**config.mk**
```make
export PLATFORM = sky130hd
export DESIGN_NAME = mont_shared_mul
export DESIGN_NICKNAME = d
export VERILOG_FILES = /design/src/rtl/mmx_pkg.sv /design/src/rtl/mmx_ctrl.sv /design/src/rtl/mmx_mult_blk.sv /design/src/rtl/mmx_pe.sv /design/src/rtl/mont_shared_mul.sv
export SDC_FILE = /design/constraint.sdc
export NUM_CORES = 2
export LEC_CHECK = 0
export ABC_AREA = 1
export BUFFER_PORTS_ARGS = -buffer_cell sky130_fd_sc_hd__buf_2
export CAP_MARGIN = 20
export CORE_ASPECT_RATIO = 0.9
export CORE_MARGIN = 2
export CORE_UTILIZATION = 30
export CTS_BUF_LIST = sky130_fd_sc_hd__clkbuf_2
export DETAILED_ROUTE_END_ITERATION = 10
export PLACE_DENSITY = 0.48
export SKIP_CTS_REPAIR_TIMING = 1
export SLEW_MARGIN = 20
export SYNTH_ARGS = -nofsm -noshare
export SYNTH_HDL_FRONTEND = slang
export SYNTH_HIERARCHICAL = 1
export SYNTH_SLANG_ARGS = --single-unit
```
**constraint.sdc**
```tcl
create_clock -name clk -period 11.2 [get_ports clk]
set_input_delay 2.24 -clock clk [delete_from_list [all_inputs] [get_ports clk]]
set_output_delay 2.24 -clock clk [all_outputs]
set_load 0.03 [all_outputs]
```
**src/rtl/mmx_pkg.sv**
```systemverilog
package mmx_pkg;

  typedef enum logic [1:0] {
    ST_IDLE  = 2'd0,
    ST_QUOT  = 2'd1,
    ST_SWEEP = 2'd2,
    ST_TOP   = 2'd3
  } mmx_state_e;

endpackage

```
**src/rtl/mmx_ctrl.sv**
```systemverilog
module mmx_ctrl
  import mmx_pkg::*;
#(
  parameter int M = 8,
  localparam int IW = $clog2(M)
) (
  input  logic          clk,
  input  logic          rst_n,
  input  logic          start,
  output logic          busy,
  output logic          a_req,
  output logic          sweep_act,
  output logic          top_act,
  output logic          clr_t,
  output logic          done,
  output logic [IW-1:0] iter,
  output logic [IW-1:0] step
);

  mmx_state_e st;

  assign busy      = (st != ST_IDLE);
  assign a_req     = (st == ST_QUOT);
  assign sweep_act = (st == ST_SWEEP);
  assign top_act   = (st == ST_TOP);
  assign clr_t     = (st == ST_IDLE) && start;

  always_ff @(posedge clk or negedge rst_n) begin
    if (!rst_n) begin
      st   <= ST_IDLE;
      iter <= '0;
      step <= '0;
      done <= 1'b0;
    end else begin
      done <= 1'b0;
      case (st)
        ST_IDLE: begin
          if (start) begin
            st   <= ST_QUOT;
            iter <= '0;
          end
        end
        ST_QUOT: begin
          st   <= ST_SWEEP;
          step <= '0;
        end
        ST_SWEEP: begin
          if (step == IW'(M - 1)) st <= ST_TOP;
          else step <= step + IW'(1);
        end
        ST_TOP: begin
          if (iter == IW'(M - 1)) begin
            st   <= ST_IDLE;
            done <= 1'b1;
          end else begin
            iter <= iter + IW'(1);
            st   <= ST_QUOT;
          end
        end
        default: st <= ST_IDLE;
      endcase
    end
  end

endmodule

```
**src/rtl/mmx_mult_blk.sv**
```systemverilog
module mmx_mult_blk #(
  parameter int W     = 16,
  parameter int LANES = 4,
  localparam int LW   = $clog2(LANES),
  localparam int DW   = 2 * W
) (
  input  logic          clk,
  input  logic          rst_n,
  input  logic          act,
  input  logic [LW-1:0] k,
  input  logic [W-1:0]  a_w,
  input  logic [W-1:0]  q_w,
  input  logic [W-1:0]  t_w,
  input  logic [W-1:0]  ca_ext,
  input  logic [W-1:0]  cq_ext,
  input  logic          wr_en,
  input  logic          wr_mod,
  input  logic [LW-1:0] wr_k,
  input  logic [W-1:0]  wr_data,
  output logic [W-1:0]  u_lo,
  output logic [W-1:0]  v_lo,
  output logic [W-1:0]  ca_q,
  output logic [W-1:0]  cq_q
);

  // x*y + p + r never exceeds 2W bits
  function automatic logic [DW-1:0] mac(input logic [W-1:0] x, input logic [W-1:0] y,
                                        input logic [W-1:0] p, input logic [W-1:0] r);
    return DW'(x) * DW'(y) + DW'(p) + DW'(r);
  endfunction

  logic [W-1:0]  b_mem [LANES];
  logic [W-1:0]  n_mem [LANES];
  logic [W-1:0]  ca_in, cq_in;
  logic [DW-1:0] u_full, v_full;

  always_comb begin
    ca_in  = (k == '0) ? ca_ext : ca_q;
    cq_in  = (k == '0) ? cq_ext : cq_q;
    u_full = mac(a_w, b_mem[k], t_w, ca_in);
    v_full = mac(q_w, n_mem[k], '0, cq_in);
    u_lo   = u_full[W-1:0];
    v_lo   = v_full[W-1:0];
  end

  always_ff @(posedge clk or negedge rst_n) begin
    if (!rst_n) begin
      ca_q <= '0;
      cq_q <= '0;
      for (int i = 0; i < LANES; i++) begin
        b_mem[i] <= '0;
        n_mem[i] <= '0;
      end
    end else begin
      if (act) begin
        ca_q <= u_full[DW-1:W];
        cq_q <= v_full[DW-1:W];
      end
      if (wr_en) begin
        if (wr_mod) n_mem[wr_k] <= wr_data;
        else        b_mem[wr_k] <= wr_data;
      end
    end
  end

endmodule

```
**src/rtl/mmx_pe.sv**
```systemverilog
module mmx_pe #(
  parameter int W = 16
) (
  input  logic         clk,
  input  logic         rst_n,
  input  logic         vld,
  input  logic [W-1:0] u,
  input  logic [W-1:0] v,
  input  logic         cin,
  output logic [W-1:0] res,
  output logic         cout_q
);

  function automatic logic [W:0] lane_add(input logic [W-1:0] x, input logic [W-1:0] y,
                                          input logic c);
    return (W+1)'(x) + (W+1)'(y) + (W+1)'(c);
  endfunction

  logic [W:0] s;

  assign s   = lane_add(u, v, cin);
  assign res = s[W-1:0];

  always_ff @(posedge clk or negedge rst_n) begin
    if (!rst_n)   cout_q <= 1'b0;
    else if (vld) cout_q <= s[W];
  end

endmodule

```
**src/rtl/mont_shared_mul.sv**
```systemverilog
module mont_shared_mul #(
  parameter int W_BITS = 16,
  parameter int CORES  = 2,
  localparam int LANES = 4,
  localparam int M     = CORES * LANES,
  localparam int IW    = $clog2(M),
  localparam int RW    = $clog2(M + 1)
) (
  input  logic              clk,
  input  logic              rst_n,
  input  logic              start,
  input  logic [W_BITS-1:0] n_inv,
  output logic              a_req,
  output logic [IW-1:0]     a_idx,
  input  logic [W_BITS-1:0] a_word,
  input  logic              ld_en,
  input  logic              ld_mod,
  input  logic [IW-1:0]     ld_addr,
  input  logic [W_BITS-1:0] ld_data,
  input  logic [RW-1:0]     rd_idx,
  output logic [W_BITS-1:0] rd_word,
  output logic              busy,
  output logic              done
);

  localparam int W  = W_BITS;
  localparam int LW = $clog2(LANES);
  localparam int CW = IW - LW;

  // quotient word: ((t0 + a*b0) mod 2^W) * n_inv mod 2^W
  function automatic logic [W-1:0] quot_word(input logic [W-1:0] t0, input logic [W-1:0] a,
                                             input logic [W-1:0] b0, input logic [W-1:0] ni);
    logic [W-1:0] s;
    s = W'(a * b0) + t0;
    return W'(s * ni);
  endfunction

  // top step: two final carries, old top word and last lane carry
  function automatic logic [W+1:0] top_sum(input logic [W-1:0] ca, input logic [W-1:0] cq,
                                           input logic [W-1:0] tm, input logic c);
    return (W+2)'(ca) + (W+2)'(cq) + (W+2)'(tm) + (W+2)'(c);
  endfunction

  logic          sweep_act, top_act, clr_t, ld_ok;
  logic [IW-1:0] step;
  logic [W-1:0]  t_mem [M+1];
  logic [W-1:0]  a_q, q_q, b0_sh;
  logic [W+1:0]  top_s;

  logic [W-1:0]  ca_q [CORES];
  logic [W-1:0]  cq_q [CORES];
  logic [W-1:0]  ca_ext [CORES];
  logic [W-1:0]  cq_ext [CORES];
  logic [W-1:0]  u_lo [CORES];
  logic [W-1:0]  v_lo [CORES];

  logic [M-1:0]  pe_vld;
  logic [M-1:0]  pe_cin;
  logic [M-1:0]  pe_cout;
  logic [W-1:0]  pe_res [M];

  // observation wires for the checker
  logic [W-1:0]       first_drop;
  logic [(M+1)*W-1:0] t_flat;

  assign ld_ok      = ld_en && !busy;
  assign first_drop = pe_res[0];
  assign top_s      = top_sum(ca_q[CORES-1], cq_q[CORES-1], t_mem[M], pe_cout[M-1]);

  mmx_ctrl #(.M(M)) u_ctrl (
    .clk       (clk),
    .rst_n     (rst_n),
    .start     (start),
    .busy      (busy),
    .a_req     (a_req),
    .sweep_act (sweep_act),
    .top_act   (top_act),
    .clr_t     (clr_t),
    .done      (done),
    .iter      (a_idx),
    .step      (step)
  );

  for (genvar c = 0; c < CORES; c++) begin : g_core
    logic act_c, wr_c;
    assign act_c = sweep_act && (step[IW-1:LW] == CW'(c));
    assign wr_c  = ld_ok && (ld_addr[IW-1:LW] == CW'(c));

    if (c == 0) begin : g_head
      assign ca_ext[c] = '0;
      assign cq_ext[c] = '0;
    end else begin : g_chain
      assign ca_ext[c] = ca_q[c-1];
      assign cq_ext[c] = cq_q[c-1];
    end

    mmx_mult_blk #(.W(W), .LANES(LANES)) u_mul (
      .clk     (clk),
      .rst_n   (rst_n),
      .act     (act_c),
      .k       (step[LW-1:0]),
      .a_w     (a_q),
      .q_w     (q_q),
      .t_w     (t_mem[step]),
      .ca_ext  (ca_ext[c]),
      .cq_ext  (cq_ext[c]),
      .wr_en   (wr_c),
      .wr_mod  (ld_mod),
      .wr_k    (ld_addr[LW-1:0]),
      .wr_data (ld_data),
      .u_lo    (u_lo[c]),
      .v_lo    (v_lo[c]),
      .ca_q    (ca_q[c]),
      .cq_q    (cq_q[c])
    );
  end

  for (genvar j = 0; j < M; j++) begin : g_lane
    assign pe_vld[j] = sweep_act && (step == IW'(j));
    if (j == 0) begin : g_first
      assign pe_cin[j] = 1'b0;
    end else begin : g_next
      assign pe_cin[j] = pe_cout[j-1];
    end

    mmx_pe #(.W(W)) u_pe (
      .clk    (clk),
      .rst_n  (rst_n),
      .vld    (pe_vld[j]),
      .u      (u_lo[j / LANES]),
      .v      (v_lo[j / LANES]),
      .cin    (pe_cin[j]),
      .res    (pe_res[j]),
      .cout_q (pe_cout[j])
    );
  end

  for (genvar i = 0; i <= M; i++) begin : g_flat
    assign t_flat[i*W +: W] = t_mem[i];
  end

  always_ff @(posedge clk or negedge rst_n) begin
    if (!rst_n) begin
      a_q   <= '0;
      q_q   <= '0;
      b0_sh <= '0;
      for (int i = 0; i <= M; i++) t_mem[i] <= '0;
    end else begin
      if (ld_ok && !ld_mod && (ld_addr == '0)) b0_sh <= ld_data;
      if (a_req) begin
        a_q <= a_word;
        q_q <= quot_word(t_mem[0], a_word, b0_sh, n_inv);
      end
      if (clr_t) begin
        for (int i = 0; i <= M; i++) t_mem[i] <= '0;
      end else if (sweep_act && (step != '0)) begin
        t_mem[step - IW'(1)] <= pe_res[step];
      end else if (top_act) begin
        t_mem[M-1] <= top_s[W-1:0];
        t_mem[M]   <= W'(top_s[W+1:W]);
      end
    end
  end

  always_comb begin
    if (rd_idx <= RW'(M)) rd_word = t_mem[rd_idx];
    else                  rd_word = '0;
  end

endmodule

```
==> flow_summary.yaml <==
drt:
  finalWirelength_mm: 306
  wl_per_cell_um: 20.0
  vias: 72100
  ant_nets: 0
  drt_first_pass_iters: 6
  dr.first_iter.drc_count: 5829
  viasPerCell: 4.70
  drcViolationCount: 0
grt:
  gr-max-usage-layer: "met2"
  use_met1: 0.315
  grt_pass1_wl_mm: 462
  met2_usage: 0.334
  grtUsageTotal: 0.216
  grt_overflow: 0
  grt_antenna_before_repair: 13
  grt_pass1_vias: 70600
  grt_max_degree: 146
  met3_usage: 0.0301
setup_path:
  start_kind: "flip-flop"
  cp-end-kind: "flip-flop"
  critPathMaxStageDelay_ns: 0.78
  critPathRequiredTime_ns: 12.76
  critPathSlowestCell: "a31oi_1"
  cp_common_cell: "nand2_1"
  worstRegToRegCells: 36
  critPathMaxFanout: 33
  crit_arrival_ns: 11.53
  worstSetupPathType: "reg -> reg"
floorplan:
  dieArea_um2: 283000
  rows: 183
  core-area_um2: 277000
  chipWidth_um: 561
  die_h_um: 505
  initial_core_util: 0.302
  ioPinCount: 82
timing:
  min_period_ns: 9.96
  tightest_slew_ns: 1.28
  setup_viol: 0
  relSlewSlack: 0.149
  finalHoldViolations: 0
  post-route-period-util: 0.890
  fmax_mhz: 100
  rsz0062_at_grt: "no"
  fin_worst_skew_ns: 0.179
  slew_viol_final: 0
hold_path:
  hold_path.class: "reg -> reg"
  min_path_cells: 2
placement:
  dp_hpwl_mm: 247
  dp_cells: 15000
  port_buffers: 81
  gp_congestion: 0.918
yosys:
  ys_ff_latch: 515
  synth-seq-area-share: 0.154
  synth-main-ff-cell: "dfrtp_1"
  netlist_instances: 11600
  synth_area_per_cell_um2: 7.22
  syn_area_um2: 83600
  yosysUniqueCellTypes: 61
  synthArstFlopShare: 1.00
  ys.warnings.count: 6
  synth_edf_count: 0
clock_tree:
  cts_tree: "built"
  cts_max_level: 4
  clk_pin_slew_worst_paths_ns: 0.09
  clk_path_buf_depth: 3
  cts-root-buf: "clkbuf_2"
  clock_sinks: 515
  clk_latency_ns: 1.78
  numCtsBuffers: 159
finish:
  fin_nets: 13300
  area_growth_pct: 6.14
  drive_gt1_frac: 0.0768
  fin_cells: 15300
  final_util: 0.321
status:
  outcome: "finished clean"
flow_run:
  cap_violations: 0
[cell usage after synthesis (9+ instances only)]
library cell / n / area (um^2)
o21bai_1: 9 / 67.6
nand2_4: 12 / 135
a32o_1: 15 / 150
xnor2_1: 28 / 245
dfrtp_1: 515 / 12900
inv_2: 87 / 327
a21oi_1: 329 / 1650
nand3_2: 23 / 230
nand3b_1: 40 / 300
fa_1: 1065 / 21300
nor2_1: 836 / 3140
o211ai_1: 28 / 210
buf_1: 59 / 221
buf_4: 221 / 1660
clkbuf_1: 175 / 657
nor3_2: 34 / 340
inv_1: 2489 / 9340
mux2i_1: 44 / 440
buf_6: 21 / 236
buf_2: 64 / 320
nand2_2: 113 / 707
mux2_2: 22 / 248
a22oi_1: 9 / 67.6
xor2_1: 113 / 990
a21oi_2: 18 / 158
nand3_1: 480 / 2400
nor3_1: 9 / 45.0
ha_1: 688 / 8610
o22ai_1: 76 / 475
o21ai_0: 475 / 2380
a31oi_1: 35 / 219
nand2_1: 3321 / 12500
clkinv_1: 19 / 71.3
nand4_1: 28 / 175
[worst max-delay path: cells and delay by family, from the launching register on]
family | cells | cell delay, ns
compound gates | 6 | 2.19
xor+xnor | 1 | 0.67
fa+ha+maj | 8 | 3.01
buf+inv | 9 | 1.94
flops | 1 | 0.74
simple gates | 12 | 1.20
[metal layers]
| metal | share of wire | routed length, um | up-vias |
|---|---|---|---|
| li1 | - | - | 34400 |
| met1 | 0.47 | 145000 | 35200 |
| met2 | 0.44 | 135000 | 2053 |
| met3 | 0.061 | 18800 | 346 |
| met4 | 0.024 | 7250 | 8 |
| met5 | 0.00018 | 55 | - |
[cell families (layout without fill, tap and decap cells)]
logic type | after synthesis | after routing | share of synthesized area
and+or+nand+nor | 4923 | 4923 | 0.242
buffers and inverters | 3146 | 3160 | 0.154
adders and majority gates | 1753 | 1753 | 0.358
AOI/OAI and AO/OA | 1030 | 1030 | 0.0680
DFF | 515 | 515 | 0.154
xor gates and xnor gates | 143 | 143 | 0.0153
muxes | 66 | 66 | 0.00823
other | 1 | 44 | 0.0000448
[layout make-up]
cell class,instances,area [um^2]
Sequential cell,515,12900
Inverter,2601,9780
Timing Repair Buffer,287,2040
Fill cell,30500,188000
Clock inverter,43,260
Multi-Input combinational cell,7948,58000
Antenna cell,11,27.5
Clock buffer,229,1150
Tap cell,3700,4630
[final timing paths]
check,end,start,slack (ns)
worst max-delay path,t_flat[124],u_ctrl/step[1],1.24
worst min-delay path,a_q[0],a_q[0],0.48
worst max register to register,t_flat[124],u_ctrl/step[1],1.24
worst min register to register,a_q[0],a_q[0],0.48
max in group asynchronous,g_core[1].u_mul/b_mem[27],rst_n,8.39
min in group asynchronous,t_flat[76],rst_n,0.61
[registers in the layout, indices dropped and copies added, names as in the netlist]
name,cells
u_ctrl/st,2
g_lane.u_pe/cout_q,8
t_flat,130
q_q,16
g_core.u_mul/n_mem,128
a_q,16
u_ctrl/iter,3
u_ctrl/done,1
g_core.u_mul/ca_q,32
g_core.u_mul/cq_q,32
g_core.u_mul/b_mem,128
b0_sh,16
u_ctrl/step,3
[metrics by stage]
step / hold WS (ns) / setup TNS [ns] / setup slack, ns / instance area (um^2)
3_3_place_gp: 0.462 / -0.507 / -0.507 / 87300
6_report: 0.479 / 0 / 1.24 / 88800
4_1_cts: 0.411 / 0 / 1.27 / 88700
3_5_place_dp: 0.460 / -0.430 / -0.430 / 87300
5_1_grt: 0.476 / 0 / 0.602 / 88800
2_1_floorplan: 0.448 / 0 / 0.225 / 83800
[cells in the final DEF (no fill, tap or decap), types with 33 or more instances in the layout]
master    count
o21ai_0     475
fa_1       1065
nand2_2     116
nand3b_1     40
clkbuf_2    229
clkinv_1     46
buf_4       198
ha_1        688
nand2_1    3318
a31oi_1      35
conb_1       33
dfrtp_1     513
inv_2        88
a21oi_1     329
nor2_1      833
xor2_1      113
buf_2        80
nand3_1     480
nor3_2       33
inv_1      2488
o22ai_1      76
mux2i_1      44
Power is left out: the tool's default activity adds up to more than one toggle a clock period on the data nets, which glitch-free logic cannot reach.
